### src/rtl/spi_mem_pkg.sv
package spi_mem_pkg;

    typedef enum logic [3:0] {
        S_IDLE,
        S_OPCODE,
        S_ADDR,
        S_RD_DATA,
        S_WR_DATA,
        S_RD_STAT,
        S_WR_STAT,
        S_DONE,
        S_LOCKED
    } fe_state_t;

    // low three bits of a command byte; upper nibble must be zero, bit 3 ignored
    localparam logic [2:0] OP_WEN_SET  = 3'b110;
    localparam logic [2:0] OP_WEN_CLR  = 3'b100;
    localparam logic [2:0] OP_STAT_RD  = 3'b101;
    localparam logic [2:0] OP_STAT_WR  = 3'b001;
    localparam logic [2:0] OP_ARR_RD   = 3'b011;
    localparam logic [2:0] OP_ARR_WR   = 3'b010;

    function automatic fe_state_t decode_op(input logic [7:0] op, input logic wel);
        fe_state_t nxt;
        if (op[7:4] != 4'h0) begin
            nxt = S_LOCKED;
        end else begin
            case (op[2:0])
                OP_WEN_SET, OP_WEN_CLR: nxt = S_DONE;
                OP_STAT_RD:             nxt = S_RD_STAT;
                OP_STAT_WR:             nxt = S_WR_STAT;
                OP_ARR_RD:              nxt = S_ADDR;
                OP_ARR_WR:              nxt = wel ? S_ADDR : S_DONE;
                default:                nxt = S_LOCKED;
            endcase
        end
        return nxt;
    endfunction

endpackage

### src/rtl/spi_in_sync.sv
module spi_in_sync #(
    parameter int              WIDTH  = 2,
    parameter int              STAGES = 2,
    parameter logic [WIDTH-1:0] INIT  = '0
) (
    input  logic             clk,
    input  logic             rst_n,
    input  logic [WIDTH-1:0] async_i,
    output logic [WIDTH-1:0] level_o
);

    logic [WIDTH-1:0] chain [STAGES];

    always_ff @(posedge clk or negedge rst_n) begin
        if (!rst_n) begin
            for (int s = 0; s < STAGES; s++) chain[s] <= INIT;
        end else begin
            chain[0] <= async_i;
            for (int s = 1; s < STAGES; s++) chain[s] <= chain[s-1];
        end
    end

    assign level_o = chain[STAGES-1];

endmodule

### src/rtl/spi_mem_array.sv
module spi_mem_array #(
    parameter int DEPTH  = 64,
    parameter int DATA_W = 8,
    localparam int IDX_W = $clog2(DEPTH)
) (
    input  logic              clk,
    input  logic              rst_n,
    input  logic              we_i,
    input  logic [IDX_W-1:0]  widx_i,
    input  logic [DATA_W-1:0] wdata_i,
    input  logic [IDX_W-1:0]  ridx_i,
    output logic [DATA_W-1:0] rdata_o
);

    logic [DATA_W-1:0] cells [DEPTH];

    always_ff @(posedge clk or negedge rst_n) begin
        if (!rst_n) begin
            for (int i = 0; i < DEPTH; i++) cells[i] <= '0;
        end else if (we_i) begin
            cells[widx_i] <= wdata_i;
        end
    end

    assign rdata_o = cells[ridx_i];

endmodule

### src/rtl/spi_mem_front.sv
module spi_mem_front
    import spi_mem_pkg::*;
#(
    parameter int MEM_DEPTH   = 64,
    parameter int SYNC_STAGES = 2
) (
    input  logic        clk,
    input  logic        rst_n,
    input  logic        sclk_in,
    input  logic        csn_in,
    input  logic        mosi_in,
    input  logic        holdn_in,
    input  logic [7:0]  stat_rd_i,
    input  logic        wel_i,
    output logic        miso_o,
    output logic        miso_oe_o,
    output logic        wren_set_o,
    output logic        wren_clr_o,
    output logic        stat_wr_o,
    output logic [7:0]  stat_wr_data_o,
    output logic        wr_stb_o,
    output logic [15:0] wr_addr_o,
    output logic [7:0]  wr_data_o
);

    localparam int          ADDR_W = 16;
    localparam int          IDX_W  = $clog2(MEM_DEPTH);
    localparam logic [15:0] AMASK  = 16'(MEM_DEPTH - 1);

    // synchronised inputs: {hold, mosi, cs, sclk}
    logic [3:0] sync_lvl;
    spi_in_sync #(.WIDTH(4), .STAGES(SYNC_STAGES), .INIT(4'b1010)) u_sync (
        .clk     (clk),
        .rst_n   (rst_n),
        .async_i ({holdn_in, mosi_in, csn_in, sclk_in}),
        .level_o (sync_lvl)
    );

    logic sclk_lvl, cs_lvl, mosi_lvl, hold_lvl;
    logic sclk_q, cs_q;
    assign sclk_lvl = sync_lvl[0];
    assign cs_lvl   = sync_lvl[1];
    assign mosi_lvl = sync_lvl[2];
    assign hold_lvl = sync_lvl[3];

    always_ff @(posedge clk or negedge rst_n) begin
        if (!rst_n) begin
            sclk_q <= 1'b0;
            cs_q   <= 1'b1;
        end else begin
            sclk_q <= sclk_lvl;
            cs_q   <= cs_lvl;
        end
    end

    logic cs_fall, paused, act_r, act_f;
    assign cs_fall = cs_q && !cs_lvl;

    // pause tracking: changes only while serial clock is low and selected
    always_ff @(posedge clk or negedge rst_n) begin
        if (!rst_n)                               paused <= 1'b0;
        else if (cs_lvl)                          paused <= 1'b0;
        else if (!paused && !hold_lvl && !sclk_lvl) paused <= 1'b1;
        else if (paused && hold_lvl && !sclk_lvl)   paused <= 1'b0;
    end

    assign act_r = sclk_lvl && !sclk_q && !paused && !cs_lvl;
    assign act_f = !sclk_lvl && sclk_q && !paused && !cs_lvl;

    fe_state_t           st, st_n;
    logic [3:0]          bitcnt;
    logic [7:0]          in_sh, in_next, out_sh;
    logic [ADDR_W-1:0]   addr, addr_inc;
    logic                rd_mode, byte_done, addr_done, mem_we;
    logic [7:0]          mem_rdata;

    assign in_next   = {in_sh[6:0], mosi_lvl};
    assign byte_done = (bitcnt[2:0] == 3'd7);
    assign addr_done = (bitcnt == 4'd15);
    assign addr_inc  = (addr & ~AMASK) | ((addr + 16'd1) & AMASK);
    assign mem_we    = act_r && (st == S_WR_DATA) && byte_done;

    spi_mem_array #(.DEPTH(MEM_DEPTH), .DATA_W(8)) u_mem (
        .clk     (clk),
        .rst_n   (rst_n),
        .we_i    (mem_we),
        .widx_i  (addr[IDX_W-1:0]),
        .wdata_i (in_next),
        .ridx_i  (addr[IDX_W-1:0]),
        .rdata_o (mem_rdata)
    );

    // state register
    always_ff @(posedge clk or negedge rst_n) begin
        if (!rst_n) st <= S_IDLE;
        else        st <= st_n;
    end

    // next state
    always_comb begin
        st_n = st;
        if (cs_lvl) begin
            st_n = S_IDLE;
        end else if (cs_fall) begin
            st_n = S_OPCODE;
        end else if (act_r) begin
            unique case (st)
                S_OPCODE:  if (byte_done) st_n = decode_op(in_next, wel_i);
                S_ADDR:    if (addr_done) st_n = rd_mode ? S_RD_DATA : S_WR_DATA;
                S_WR_STAT: if (byte_done) st_n = S_DONE;
                default:   st_n = st;
            endcase
        end
    end

    // datapath and outputs
    always_ff @(posedge clk or negedge rst_n) begin
        if (!rst_n) begin
            bitcnt         <= '0;
            in_sh          <= '0;
            out_sh         <= '0;
            addr           <= '0;
            rd_mode        <= 1'b0;
            wren_set_o     <= 1'b0;
            wren_clr_o     <= 1'b0;
            stat_wr_o      <= 1'b0;
            stat_wr_data_o <= '0;
            wr_stb_o       <= 1'b0;
            wr_addr_o      <= '0;
            wr_data_o      <= '0;
        end else begin
            wren_set_o <= 1'b0;
            wren_clr_o <= 1'b0;
            stat_wr_o  <= 1'b0;
            wr_stb_o   <= 1'b0;
            if (cs_fall) begin
                bitcnt <= '0;
            end else if (act_r) begin
                in_sh  <= in_next;
                bitcnt <= (st == S_ADDR || !byte_done) ? bitcnt + 4'd1 : 4'd0;
                unique case (st)
                    S_OPCODE: if (byte_done && in_next[7:4] == 4'h0) begin
                        wren_set_o <= (in_next[2:0] == OP_WEN_SET);
                        wren_clr_o <= (in_next[2:0] == OP_WEN_CLR);
                        rd_mode    <= (in_next[2:0] == OP_ARR_RD);
                    end
                    S_ADDR:    addr <= {addr[ADDR_W-2:0], mosi_lvl};
                    S_WR_DATA: if (byte_done) begin
                        wr_stb_o  <= 1'b1;
                        wr_addr_o <= addr;
                        wr_data_o <= in_next;
                        addr      <= addr_inc;
                    end
                    S_RD_DATA: if (byte_done) addr <= addr_inc;
                    S_WR_STAT: if (byte_done) begin
                        stat_wr_o      <= 1'b1;
                        stat_wr_data_o <= in_next;
                    end
                    default: ;
                endcase
            end else if (act_f && (st == S_RD_DATA || st == S_RD_STAT)) begin
                if (bitcnt[2:0] == 3'd0)
                    out_sh <= (st == S_RD_DATA) ? mem_rdata : stat_rd_i;
                else
                    out_sh <= {out_sh[6:0], 1'b0};
            end
        end
    end

    assign miso_o    = out_sh[7];
    assign miso_oe_o = !cs_lvl && !paused && (st == S_RD_DATA || st == S_RD_STAT);

endmodule

### config.mk
export PLATFORM = sky130hd
export DESIGN_NAME = spi_mem_front
export DESIGN_NICKNAME = d
export VERILOG_FILES = /design/src/rtl/spi_mem_pkg.sv /design/src/rtl/spi_in_sync.sv /design/src/rtl/spi_mem_array.sv /design/src/rtl/spi_mem_front.sv
export SDC_FILE = /design/constraint.sdc
export NUM_CORES = 1
export LEC_CHECK = 0
export ABC_AREA = 0
export ABC_CLOCK_PERIOD_IN_PS = 7000
export BUFFER_PORTS_ARGS = -buffer_cell sky130_fd_sc_hd__buf_2
export CAP_MARGIN = 25
export CELL_PAD_IN_SITES_DETAIL_PLACEMENT = 1
export CELL_PAD_IN_SITES_GLOBAL_PLACEMENT = 2
export CORE_AREA = 4 4 246 248
export CTS_CLUSTER_DIAMETER = 50
export DETAILED_ROUTE_END_ITERATION = 7
export DIE_AREA = 0 0 250 252
export PLACE_DENSITY_LB_ADDON = 0.1
export SLEW_MARGIN = 20
export SYNTH_ARGS = -nofsm -noshare
export SYNTH_HDL_FRONTEND = slang
export SYNTH_SLANG_ARGS = --single-unit
### constraint.sdc
create_clock -name clk -period 7 [get_ports clk]
set_clock_uncertainty 0.15 [all_clocks]
set_input_delay 1.4 -clock clk [delete_from_list [all_inputs] [get_ports clk]]
set_output_delay 1.4 -clock clk [all_outputs]
set_load 0.01 [all_outputs]
==> flow_summary.json, run 1 <==
{
  "period_share": 0.5927,
  "cts_tree": "done",
  "yosysWarnings": 0,
  "numCtsBuffers": 76,
  "drc": 0,
  "synth_top_cell_area_share": 0.5346,
  "wl_um": 90010,
  "cts_resized": 0,
  "clockPowerShare": 0.510,
  "async_flop_share": 1.000,
  "antenna_cells": 0,
  "avgSynthCellArea_um2": 12.87,
  "slew_headroom": 0.2689,
  "start_util": 0.4756,
  "area_growth_pct": 12.58,
  "dr_wl_met2_um": 41980,
  "drive_gt1_frac": 0.3961,
  "track_usage": 0.2854,
  "syn-num-nets": 2180,
  "path_cells": "buf_4 -> nand2b_1 -> o22ai_1 -> o21a_1 -> a2111oi_0 -> a31oi_1",
  "grt_pass1_wl_um": 136000,
  "maxSlewViolCount": 0,
  "criticalPathCategory": "reg -> reg",
  "path_clk_slew_ns": 0.06,
  "status": "finished, final reports clean",
  "p_sw_uw": 1932,
  "port_buffers": 52,
  "drt_iter0_drc": 1402,
  "ys_ff_latch": 599,
  "syn_area_um2": 27800,
  "gr-total-overflow": 0,
  "core_um2": 58460,
  "cp-end-kind": "flop",
  "cpPeakStageDelay_ns": 0.89,
  "crit_family": "compound AO/OA/AOI/OAI gates",
  "period_minus_slack_ns": 4.149,
  "cp_max_fo": 43,
  "die_x_um": 250,
  "clk_latency_ns": 0.63,
  "cts-root-buf": "clkbuf_16",
  "cts_hold_buf": 0,
  "hold_viol": 0,
  "routed-wl-met3_um": 4720,
  "synth.distinct_cells": 81,
  "routedWlPerCell_um": 29.98,
  "dieArea_um2": 63000,
  "dr.pass1.iters": 5,
  "total_power_uw": 7893,
  "postCtsSetupBuffers": 0,
  "pin_count": 53,
  "yosysSeqAreaShare": 0.5394,
  "utilization": 0.5354,
  "timing.critical_path.buf_inv": 1,
  "viasPerCell": 6.202,
  "critPathArrivalTime_ns": 4.46,
  "die_y_um": 252,
  "swShare": 0.2447,
  "synth_top_cell_by_area": "dfrtp_1",
  "ir_worst_vdd_v": 0.0002084,
  "synth_cells": 2161,
  "setup_violations": 0,
  "num_rows": 89,
  "combPwrFrac": 0.039,
  "grt_pass1_vias": 19790,
  "clockBufferDepth": 3,
  "synth_enable_flop_cells": 0,
  "power_leakage_uw": 0.01478,
  "m1WireLength_um": 40290,
  "fin_nets": 2187,
  "finalSetupTns_ns": 0,
  "worstMarginPinSlew_ns": 1.094,
  "slowest_stage": "dfrtp_4",
  "power.internal_uw": 5961,
  "htree_num_levels": 3,
  "antenna_found_initial": 1,
  "cap_violations": 0,
  "cts.sinks": 599,
  "p_seq_frac": 0.450,
  "ys.flop_type": "dfrtp_1",
  "fmax_mhz": 241.0,
  "rsz0062_at_grt": "false",
  "gp_congestion": 0.9137,
  "yosysMostFrequentCell": "dfrtp_1",
  "highest_layer": "met4",
  "cp-start-kind": "flop",
  "worstHoldPathType": "reg -> reg",
  "yosys-top-cells-count": "dfrtp_1 (594), mux2_2 (545), nand2_1 (192)",
  "final_antenna_net_count": 0,
  "power_density_nw_per_um2": 252.2,
  "vias": 18620,
  "synthTopCellsByArea": "dfrtp_1 (53%), mux2_2 (22%), mux2i_1 (3.1%)",
  "cp_data_required_time_ns": 7.31,
  "hpwl_um": 57730,
  "grt_max_degree": 171
}
-- power groups by stage --
stage | Sequential (µW) | Combinational, µW | Clock [µW]
finish | 3550 | 311 | 4030
global route | 3550 | 335 | 4270
CTS | 3550 | 315 | 4100
detailed placement | 3610 | 314 | 0
global placement | 3610 | 309 | 0
floorplan | 3550 | 166 | 0
-- cell type report --
| cell class | instances | area, µm² |
|---|---|---|
| Fill cell | 5769 | 27160 |
| Sequential cell | 599 | 15020 |
| Multi-Input combinational cell | 1389 | 12060 |
| Clock buffer | 100 | 2125 |
| Tap cell | 773 | 967.2 |
| Timing Repair Buffer | 91 | 616.8 |
| Clock inverter | 39 | 470.5 |
| Inverter | 11 | 41.29 |
-- final timing paths --
check,from,end,depth (start not counted),slack (ns)
max,addr[0]$_DFFE_PN0N_,out_sh[7]$_DFFE_PN0P_,6,2.85
min,u_sync.chain[7]$_DFF_PN1_,u_sync.level_o[3]$_DFF_PN1_,0,0.21
max reg2reg,addr[0]$_DFFE_PN0N_,out_sh[7]$_DFFE_PN0P_,6,2.85
min reg2reg,u_sync.chain[7]$_DFF_PN1_,u_sync.level_o[3]$_DFF_PN1_,0,0.21
max in group asynchronous,rst_n,addr[1]$_DFFE_PN0N_,2,4.44
min in group asynchronous,rst_n,u_sync.level_o[0]$_DFF_PN0_,1,0.62
-- registers in the layout, summed over array words and instances (netlist names), 4 cells and up --
register	count
addr	16
bitcnt	4
in_sh	7
out_sh	8
st	4
stat_wr_data_o	8
u_mem.cells	512
u_sync.chain	4
u_sync.level_o	4
wr_addr_o	16
wr_data_o	8
-- routing by layer --
metal / track usage / up-vias
met4: 0.09272 / 0
met1: 0.4063 / 10050
met5: 0 / -
li1: - / 7872
met2: 0.4520 / 532
met3: 0.04752 / 163
-- logic make-up (layout without fill, tap and decap cells) --
group                    count (synthesis)  in the layout  synth area share
AO/OA/AOI/OAI                          289            289           0.07236
XOR/XNOR                                 2              2         0.0006301
adder cells (fa/ha/maj)                  4              4          0.001800
buffers and inverters                  173            241           0.02745
flip-flops                             599            599            0.5394
multiplexers                           667            667            0.2764
AND/OR/NAND/NOR                        427            427           0.08204
-- worst reg2reg max path, delay by kind of cell (launching register included) --
| kind | cells | cell delay [ns] |
|---|---|---|
| DFF | 1 | 0.89 |
| AOI/OAI and AO/OA | 4 | 1.64 |
| buffers and inverters | 1 | 0.48 |
| and+or+nand+nor | 1 | 0.82 |
-- placed cells by master (no fill, tap or decap), types with 46 or more instances in the layout --
cell	Yosys	routed
a21oi_1	53	53
nand2_1	192	192
buf_2	49	51
o21ai_0	46	46
dfrtp_1	594	583
mux2i_1	87	87
a221oi_1	48	48
nor2_1	55	54
clkbuf_16	0	78
mux2_2	545	545
-- per-stage QoR --
| step | std cells | setup WS, ns | instance area (µm²) | hold WS (ns) |
|---|---|---|---|---|
| after floorplan | 2161 | 4.395 | 27800 | 0.1812 |
| after global placement | 2862 | 2.891 | 28690 | 0.1837 |
| after detailed placement | 2863 | 2.910 | 28710 | 0.1978 |
| after CTS | 3002 | 2.895 | 31300 | 0.2070 |
| after global routing | 3002 | 2.852 | 31300 | 0.2129 |
| final | 3002 | 2.851 | 31300 | 0.2056 |
No activity file was read; power rests on OpenSTA's default activity.
==> run 2: changes to the inputs <==
ABC_CLOCK_PERIOD_IN_PS = 4160   (was 7000)
CORE_AREA = 4 4 254 256   (was 4 4 246 248)
DIE_AREA = 0 0 258 260   (was 0 0 250 252)
clock period = 4.16 ns   (was 7 ns; I/O delays follow)
==> flow_summary.json, run 2 (synthesized netlist as in run 1, its figures left out) <==
{
  "clockPowerShare": 0.518,
  "hold_viol": 0,
  "period_share": 0.8512,
  "gr-total-overflow": 0,
  "largest_reg_flops": 512,
  "cp-start-kind": "flop",
  "combPwrFrac": 0.042,
  "p_seq_frac": 0.440,
  "vias": 18600,
  "power.internal_uw": 10300,
  "start_util": 0.4448,
  "worstMarginPinSlew_ns": 1.065,
  "dieArea_um2": 67080,
  "fin_area_um2": 31940,
  "core_um2": 62500,
  "setup_violations": 0,
  "fin_nets": 2244,
  "cts.sinks": 599,
  "largest-register": "u_mem.cells",
  "finalSetupTns_ns": 0,
  "fmax_mhz": 282.4,
  "rsz0062_at_grt": "false",
  "antenna_cells": 0,
  "ir_worst_vdd_v": 0.0002854,
  "clockBufferDepth": 3,
  "layout_common_cells": "dfrtp_1 (583), mux2_2 (545), nand2_1 (192)",
  "reg.largest.list": "u_mem.cells: 512 flops, addr: 16 flops, wr_addr_o: 16 flops",
  "power_density_nw_per_um2": 423.5,
  "cts_hold_buf": 0,
  "place_inst": 2990,
  "grt_pass1_wl_um": 136800,
  "criticalPathCategory": "reg -> reg",
  "utilization": 0.5110,
  "status": "finished, final reports clean",
  "layout.cells.non_filler": 3130,
  "final_antenna_net_count": 0,
  "die_x_um": 258,
  "place_area_um2": 29220,
  "hpwl_um": 59190,
  "port_buffers": 52,
  "grt_max_degree": 110,
  "routedWlPerCell_um": 28.91,
  "slew_headroom": 0.2889,
  "cts_tree": "done",
  "timing.final.ws_setup_ns": 0.6192,
  "p_sw_uw": 3230,
  "cp_data_required_time_ns": 4.50,
  "cts_resized": 0,
  "pin_count": 53,
  "final-seq-area_um2": 15020,
  "drive_gt1_frac": 0.4107,
  "track_usage": 0.2719,
  "period_minus_slack_ns": 3.541,
  "clk_latency_ns": 0.63,
  "path_clk_slew_ns": 0.06,
  "cp-end-kind": "flop",
  "viasPerCell": 5.941,
  "layout_commonest_cell": "dfrtp_1",
  "dpl_worst_slack_ns": 0.7461,
  "fill_cells": 6291,
  "drc": 0,
  "antenna_found_initial": 1,
  "wl_um": 90490,
  "dr.pass1.iters": 5,
  "num_rows": 92,
  "grt_pass1_vias": 20160,
  "numCtsBuffers": 79,
  "postCtsSetupBuffers": 0,
  "cts-root-buf": "clkbuf_16",
  "multi_input_area_um2": 12050,
  "swShare": 0.2388,
  "die_y_um": 260,
  "area_growth_pct": 14.88,
  "worstHoldPathType": "in -> async",
  "drt_iter0_drc": 1322,
  "gp_congestion": 0.8569,
  "critPathArrivalTime_ns": 3.88,
  "power_leakage_uw": 0.01515,
  "maxSlewViolCount": 0,
  "htree_num_levels": 3,
  "cp_max_fo": 10,
  "cap_violations": 0
}
[run 2: critical path: stages, from the launching register on]
cell      delay (ns)
dfrtp_1         0.40
ha_1            0.20
ha_1            0.27
nand3b_1        0.13
nor3_1          0.43
and2_2          0.47
nand2_2         0.33
nor2_2          0.60
mux2_2          0.41
[run 2: per-stage QoR]
stage | hold slack [ns] | power [µW]
2_1_floorplan | 0.1812 | 6252
3_3_place_gp | 0.1850 | 6604
3_5_place_dp | 0.1872 | 6619
4_1_cts | 0.06683 | 13680
5_1_grt | 0.07754 | 13970
6_report | 0.04014 | 13530
[run 2: metal layers]
layer  GRT usage  share of wire  vias to the layer above  wire length [µm]
met5           0              0                        -                 0
met2      0.4420           0.47                      445             42970
met1      0.3759           0.45                    10000             40740
li1            -              -                     7990                 -
met3     0.04441          0.043                      159              3907
met4     0.08696          0.032                        0              2880
[run 2: worst paths after layout]
kind	from	end	slack, ns	depth (start not counted)
max	bitcnt[1]$_DFFE_PN0P_	u_mem.cells[213]$_DFFE_PN0P_	0.62	8
min	rst_n	paused$_DFFE_PN0P_	0.04	1
max reg2reg	bitcnt[1]$_DFFE_PN0P_	u_mem.cells[213]$_DFFE_PN0P_	0.62	8
min reg2reg	u_sync.chain[4]$_DFF_PN0_	u_sync.level_o[0]$_DFF_PN0_	0.20	0
max in group asynchronous	rst_n	wr_addr_o[9]$_DFFE_PN0P_	2.67	2
min in group clk	holdn_in	u_sync.chain[7]$_DFF_PN1_	0.16	1
[run 2: power groups by stage]
stage | logic [µW] | registers [µW] | clock network (µW)
5_1_grt | 616 | 5950 | 7410
3_5_place_dp | 568 | 6050 | 0
2_1_floorplan | 280 | 5970 | 0
6_report | 567 | 5950 | 7010
3_3_place_gp | 555 | 6050 | 0
4_1_cts | 571 | 5950 | 7160
[run 2: cell type report]
class	count	area share
inverter	11	0.001293
multi-input combinational	1389	0.3773
tap	846	0.03314
sequential	599	0.4702
clock buffer	110	0.07357
clock inverter	30	0.01148
timing repair buffer	145	0.03306
